===== config.mk =====
export PLATFORM = sky130hd
export DESIGN_NAME = dram_deep
export DESIGN_NICKNAME = d
export VERILOG_FILES = /design/src/rtl/dram_cell.sv /design/src/rtl/dram_deep.sv
export SDC_FILE = /design/constraint.sdc
export NUM_CORES = 1
export LEC_CHECK = 0
export ABC_AREA = 1
export ABC_CLOCK_PERIOD_IN_PS = 7700
export CAP_MARGIN = 10
export CELL_PAD_IN_SITES_DETAIL_PLACEMENT = 0
export CELL_PAD_IN_SITES_GLOBAL_PLACEMENT = 1
export CORE_MARGIN = 5
export CORE_UTILIZATION = 40
export CTS_BUF_LIST = sky130_fd_sc_hd__clkbuf_4 sky130_fd_sc_hd__clkbuf_8 sky130_fd_sc_hd__clkbuf_16
export CTS_CLUSTER_SIZE = 14
export DETAILED_ROUTE_END_ITERATION = 8
export GPL_TIMING_DRIVEN = 0
export HOLD_SLACK_MARGIN = 0.08
export PLACE_DENSITY = 0.64
export SLEW_MARGIN = 20
export SYNTH_ARGS = -nofsm -noshare
export SYNTH_HDL_FRONTEND = slang
export SYNTH_SLANG_ARGS = --single-unit

===== constraint.sdc =====
create_clock -name clk -period 7.7 [get_ports clk]
set_clock_uncertainty 0.2 [all_clocks]
set_input_delay 2.31 -clock clk [delete_from_list [all_inputs] [get_ports clk]]
set_output_delay 2.31 -clock clk [all_outputs]
set_load 0.02 [all_outputs]

===== src/rtl/dram_cell.sv =====
module dram_cell #(
  parameter int CELL_DEPTH = 64,
  parameter bit FALL_EDGE  = 1'b0,
  localparam int CAW       = $clog2(CELL_DEPTH)
) (
  input  logic           clk,
  input  logic           we,
  input  logic [CAW-1:0] a,
  input  logic           d,
  output logic           q
);
  logic [CELL_DEPTH-1:0] bits = '0;

  generate
    if (FALL_EDGE) begin : g_fall
      always_ff @(negedge clk) if (we) bits[a] <= d;
    end else begin : g_rise
      always_ff @(posedge clk) if (we) bits[a] <= d;
    end
  endgenerate

  assign q = bits[a];
endmodule


===== src/rtl/dram_deep.sv =====
module dram_deep #(
  parameter int DEPTH      = 512,
  parameter int CELL_DEPTH = 64,
  parameter int WIDTH      = 1,
  parameter bit FALL_EDGE  = 1'b0,
  localparam int AW        = $clog2(DEPTH),
  localparam int CAW       = $clog2(CELL_DEPTH),
  localparam int NCELL     = DEPTH / CELL_DEPTH,
  localparam int SELW      = AW - CAW,
  localparam int NODES     = 2 * NCELL - 1
) (
  input  logic             clk,
  input  logic             we,
  input  logic [AW-1:0]    addr,
  input  logic [WIDTH-1:0] din,
  output logic [WIDTH-1:0] dout
);
  logic [NCELL-1:0] cell_we;
  logic [NODES-1:0] node [WIDTH];

  generate
    for (genvar c = 0; c < NCELL; c++) begin : g_dec
      if (NCELL == 1) begin : g_one
        assign cell_we[c] = we;
      end else begin : g_many
        assign cell_we[c] = we && (addr[AW-1:CAW] == SELW'(c));
      end
    end

    for (genvar w = 0; w < WIDTH; w++) begin : g_bit
      for (genvar c = 0; c < NCELL; c++) begin : g_cell
        dram_cell #(.CELL_DEPTH(CELL_DEPTH), .FALL_EDGE(FALL_EDGE)) u_cell (
          .clk (clk),
          .we  (cell_we[c]),
          .a   (addr[CAW-1:0]),
          .d   (din[w]),
          .q   (node[w][NCELL-1+c])
        );
      end
      for (genvar n = 0; n < NCELL - 1; n++) begin : g_mux
        localparam int LVL = $clog2(n + 2) - 1;
        assign node[w][n] = addr[CAW+SELW-1-LVL] ? node[w][2*n+2] : node[w][2*n+1];
      end
      assign dout[w] = node[w][0];
    end
  endgenerate

  always_comb begin
    a_r4_onehot_we: assert ($onehot0(cell_we));
    a_r5_idle_no_we: assert (we || cell_we == '0);
  end

  logic seen = 1'b0;
  always_ff @(posedge clk) seen <= 1'b1;

  generate
    if (!FALL_EDGE) begin : g_rise_chk
      a_r1_write_lands: assert property (@(posedge clk) disable iff (!seen)
        ($past(we) && addr == $past(addr)) |-> dout == $past(din));
      a_r3_hold_when_idle: assert property (@(posedge clk) disable iff (!seen)
        (!$past(we) && addr == $past(addr)) |-> dout == $past(dout));
    end
  endgenerate
endmodule


==> reports/metrics.cfg, run 1 <==
[grt]
grt_antenna_before_repair = 1
grt_pass1_vias = 17900
grt_overflow = 0
grt_pass1_wl_mm = 131
grt_usage_pct = 28.2
grt_max_degree = 129

[critical_path]
crit_family = buffers and inverters
crit_fanout = 10
critPathBufInv = 3
cp_common_cell = nand2_1
required_ns = 5.19
crit_arrival_ns = 5.25
end_kind = primary output
criticalPathCategory = input port to primary output
max_stage_delay_ns = 0.95
crit_slowest_cell = buf_1
setup.worst_path.start_class = input port
crit_chain = buf_4 -> buf_1 -> nand2_1 -> nand2_1 -> nand2_1 -> nand2_1 -> nor2_1 -> nand2_1 -> nand2_1 -> nand3_1 -> nor2_1 -> nor2_1 -> clkdlybuf4s50_1

[logic_synthesis]
synth_area_um2 = 24100
synth_top_cells_by_count = nand2_1 (1234), nor2_1 (565), edfxtp_1 (512)
synth_top_cell_area_share_pct = 63.8
postSynthAreaPerCell_um2 = 8.95
synth_cell_types = 24
ys.flop_type = edfxtp_1
synth.area.top_cells = edfxtp_1 (64%), nand2_1 (19%), nor2_1 (8.8%), inv_1 (1.2%), buf_2 (1.0%)
synth-edff-count = 512
synth_seq_cells = 512
async_reset_ff_share_pct = 0
yosysWarnings = 0
synth_top_cell_by_area = edfxtp_1
synth_seq_area_share_pct = 63.8
syn-num-nets = 2702
syn_inst = 2690
yosysMostFrequentCell = nand2_1

[placement]
place_ws_ns = -0.534
dp_hpwl_mm = 62.9
portBuffers = 9
routabilityCongestion = 0.921

[sta]
slew_violations = 0
hold_viol = 0
finalSetupViolations = 1
min_period_ns = 7.76
post-route-period-util_pct = 101
finalSetupTns_ns = -0.0567
tightest_slew_ns = 1.26
fmax_ghz = 0.129
setup_slack_ns = -0.0567
slew_headroom_pct = 15.8
grt_setup_unrepaired = false

[flow_run]
maxCapViolCount = 0

[floorplanning]
num_rows = 90
core_um2 = 60000
die_h_um = 255
die_w_um = 255
die_area_um2 = 65200
initial_utilization_pct = 40.1
io_pins = 13

[power]
powerDensity_nw_per_um2 = 230
p_leak_uw = 0.0107
worst_ir_drop_vdd_uv = 229

[clocking]
clk_path_buf_depth = 3
h-tree-depth = 2
cts_hold_buf = 0
clkSinkCount = 512
cts_tree = done
cts_root_buffer = clkbuf_16
clk_pin_slew_worst_paths_ns = 0.06
cts_made_buffers = 57

[final_layout]
area_growth_pct = 13.4
fin_nets = 2786
largest_reg_flops = 512
multiInputGateArea_um2 = 7650
regMostFlops = g_bit.g_cell.u_cell.bits
drive_gt1_share_pct = 8.55
reg.largest.list = g_bit.g_cell.u_cell.bits x512
register_area_um2 = 15400
fill_cells = 5994

[route]
postRouteWirelength_mm = 95.4
antenna_left = 0
viasPerCell = 5.36
drcViolationCount = 0
dr_total_vias = 19300
first_iter_violations = 2247
wl_per_cell_um = 26.5
drtPass1Iterations = 6

[outcome]
failed_checks = negative setup slack
status = finished, violations left

[worst_hold_path]
hp-class = input port to flip-flop

-- final cells by class --
class	count	area share [%]
antenna	1	0.00916
buffer	149	3.05
clock buffer	69	5.55
clock inverter	35	1.14
inverter	86	1.20
multi-input combinational	1943	28.0
sequential	512	56.3
tap	782	3.58
timing repair buffer	25	1.16
-- stage by stage --
| step | cells | area, µm² | utilization (%) | hold slack, ns | power, µW |
|---|---|---|---|---|---|
| 4_1_cts | 3601 | 27300 | 45.5 | 1.98 | 6310 |
| 2_1_floorplan | 2690 | 24100 | - | 2.21 | 3360 |
| 5_1_grt | 3601 | 27300 | 45.5 | 1.99 | 6460 |
| 3_5_place_dp | 3486 | 25300 | 42.1 | 2.61 | 3600 |
| 6_report | 3602 | 27300 | 45.5 | 1.97 | 6290 |
| 3_3_place_gp | 3481 | 25200 | 41.9 | 3.48 | 3650 |
-- routing by layer --
metal	GRT usage (%)	vias up	wire length, µm
met5	0	-	0
met4	9.06	0	3410
met3	4.48	183	7970
met2	45.7	889	43800
met1	39.4	9503	40200
li1	-	8741	-
-- kinds of logic after synthesis --
logic type | after synthesis | share of synthesized area (%)
compound gates | 64 | 1.47
flops | 512 | 63.8
buf+inv | 235 | 4.62
simple gates | 1879 | 30.1
-- report_power, final --
part	internal [µW]	switching, µW
clock	1590	1140
combinational	108	385
sequential	3070	0.718
-- timing repair --
item | 4_1_cts | 5_1_grt
setup endpoints to repair | 1 | 1
gates resized for setup | 18 | 28
setup buffers | 11 | 0
pin swaps | 6 | 0
-- final timing paths --
check / from / endpoint / slack [ns] / cells past startpoint
max: addr[2] / dout / -0.06 / 13
min: din / g_bit[0].g_cell[2].u_cell.bits[53] / 1.97 / 1
-- placed cells by master, fill, tap and decap left out, drive strengths merged --
master,instances
a21oi,18
buf,94
bufinv,6
clkbuf,140
clkdlybuf4s15,1
clkdlybuf4s50,5
clkinv,26
clkinvlp,3
diode,1
dlygate4sd2,3
edfxtp,512
inv,86
nand2,1235
nand3,39
nor2,574
nor3,8
o211ai,13
o21ai,33
or2,23
Note: power is estimated with default switching activity, not from simulation.
==> run 2, diff against run 1 <==
CELL_PAD_IN_SITES_DETAIL_PLACEMENT = default   (was 0)
CELL_PAD_IN_SITES_GLOBAL_PLACEMENT = default   (was 1)
PLACE_DENSITY = 0.52   (was 0.64)
==> run 2 against run 1 <==
Against the previous run:
- the flow still finishes with violations (negative setup slack)
- worst hold slack better by 0.093 ns
- final cell count down 0.42%
- design area is 0.60% lower
- count of clock-buffer cells in the layout is 3 lower
- first-iteration DRC count up 21%
- setup slack better by 0.023 ns
- critical path depth did not move
- core utilization shrank 0.27 points
- total power is 1.9% lower
- flip-flop and latch count unchanged
- clock power down 4%
- critical path type unchanged
- largest power group unchanged
==> reports/metrics.cfg, run 2 (synthesized netlist as in run 1, its figures left out) <==
[clocking]
cts_hold_buf = 0
cts_root_buffer = clkbuf_16
cts_tree = done
cts_made_buffers = 55
h-tree-depth = 2
clkSinkCount = 512
clk_pin_slew_worst_paths_ns = 0.05
clk_path_buf_depth = 3

[flow_run]
maxCapViolCount = 0

[critical_path]
max_stage_delay_ns = 0.87
setup.worst_path.start_class = input port
crit_family = buffers and inverters
cp_common_cell = nand2_1
required_ns = 5.19
critPathBufInv = 3
crit_arrival_ns = 5.22
crit_fanout = 10
end_kind = primary output
criticalPathCategory = input port to primary output
crit_slowest_cell = clkdlybuf4s15_1
crit_chain = buf_4 -> clkdlybuf4s15_1 -> nand2_1 -> nand2_1 -> nand2_1 -> nand2_1 -> nor2_1 -> nand2_1 -> nand2_1 -> nand3_1 -> nor2_1 -> nor2_1 -> clkdlybuf4s50_1

[final_layout]
drive_gt1_share_pct = 8.39
regMostFlops = g_bit.g_cell.u_cell.bits
reg.largest.list = g_bit.g_cell.u_cell.bits x512
final_common_cell = nand2_1
area_growth_pct = 12.7
final_cell_mix = nand2_1 (1234), nor2_1 (565), edfxtp_1 (512)
largest_reg_flops = 512
design_area_um2 = 27100
fin_nets = 2779

[grt]
grt_overflow = 0
grt_pass1_wl_mm = 128
grt_usage_pct = 27.2
grt_max_degree = 140
grt_antenna_before_repair = 4
grt_pass1_vias = 18100

[power]
worst_ir_drop_vdd_uv = 195
p_leak_uw = 0.0106
powerDensity_nw_per_um2 = 227

[floorplanning]
core_um2 = 60000
die_w_um = 255
die_area_um2 = 65200
num_rows = 90
die_h_um = 255
io_pins = 13
initial_utilization_pct = 40.1

[worst_hold_path]
hp-class = input port to flip-flop

[outcome]
status = finished, violations left
failed_checks = negative setup slack

[sta]
slew_violations = 0
setup_slack_ns = -0.0335
tightest_slew_ns = 0.975
hold_viol = 0
slew_headroom_pct = 35.0
post-route-period-util_pct = 100
min_period_ns = 7.73
finalSetupViolations = 1
fmax_ghz = 0.129

[route]
dr_total_vias = 19600
viasPerCell = 5.47
drtPass1Iterations = 6
wl_per_cell_um = 25.7
drcViolationCount = 0
postRouteWirelength_mm = 92.2
antenna_left = 0
first_iter_violations = 2714

[placement]
routabilityCongestion = 0.929
dp_hpwl_mm = 60.1
place_ws_ns = -0.476
portBuffers = 9
dpl-instance-area_um2 = 25200

run 2: area by class of cell:
| class | count | area (µm²) |
|---|---|---|
| flip-flops and latches | 512 | 15400 |
| repair buffers | 20 | 248 |
| inverters | 86 | 328 |
| plain buffers | 149 | 845 |
| clock inverters | 26 | 258 |
| well taps | 782 | 978 |
| clock buffers | 66 | 1460 |
| diodes | 3 | 7.51 |
| multi-input cells | 1943 | 7650 |
| fillers | 5889 | 32900 |
run 2: metal layers:
metal | GRT usage (%) | vias up | wire length (µm)
li1 | - | 8720 | -
met1 | 37.3 | 9497 | 36300
met2 | 42.0 | 1175 | 40700
met3 | 6.00 | 238 | 10700
met4 | 11.8 | 4 | 4470
met5 | 0 | - | 24
run 2: final timing paths:
| path | slack (ns) | end | cells after the start | start |
|---|---|---|---|---|
| worst max-delay path | -0.03 | dout | 13 | addr[2] |
| worst min-delay path | 2.07 | g_bit[0].g_cell[2].u_cell.bits[33] | 1 | din |
run 2: per-stage QoR:
step	hold WS, ns	utilization (%)	total power, µW	instances	TNS [ns]
final	2.07	45.2	6170	3587	-0.0335
after global routing	2.08	45.2	6330	3584	-0.00165
after CTS	2.06	45.1	6170	3584	0
after detailed placement	2.70	42.1	3590	3484	-0.476
after global placement	3.46	41.9	3640	3481	-4402.85
after floorplan	2.21	-	3360	2690	0
run 2: timing repair:
action | in CTS | in global routing
endpoints found under the hold margin | 0 | 0
resized for setup | 11 | 54
setup buffers | 8 | 0
endpoints found under the setup margin | 1 | 1
pin swaps | 5 | 0
run 2: power breakdown:
group	internal (µW)	switching, µW
Combinational	106	382
Sequential	3070	0.730
Clock	1500	1110
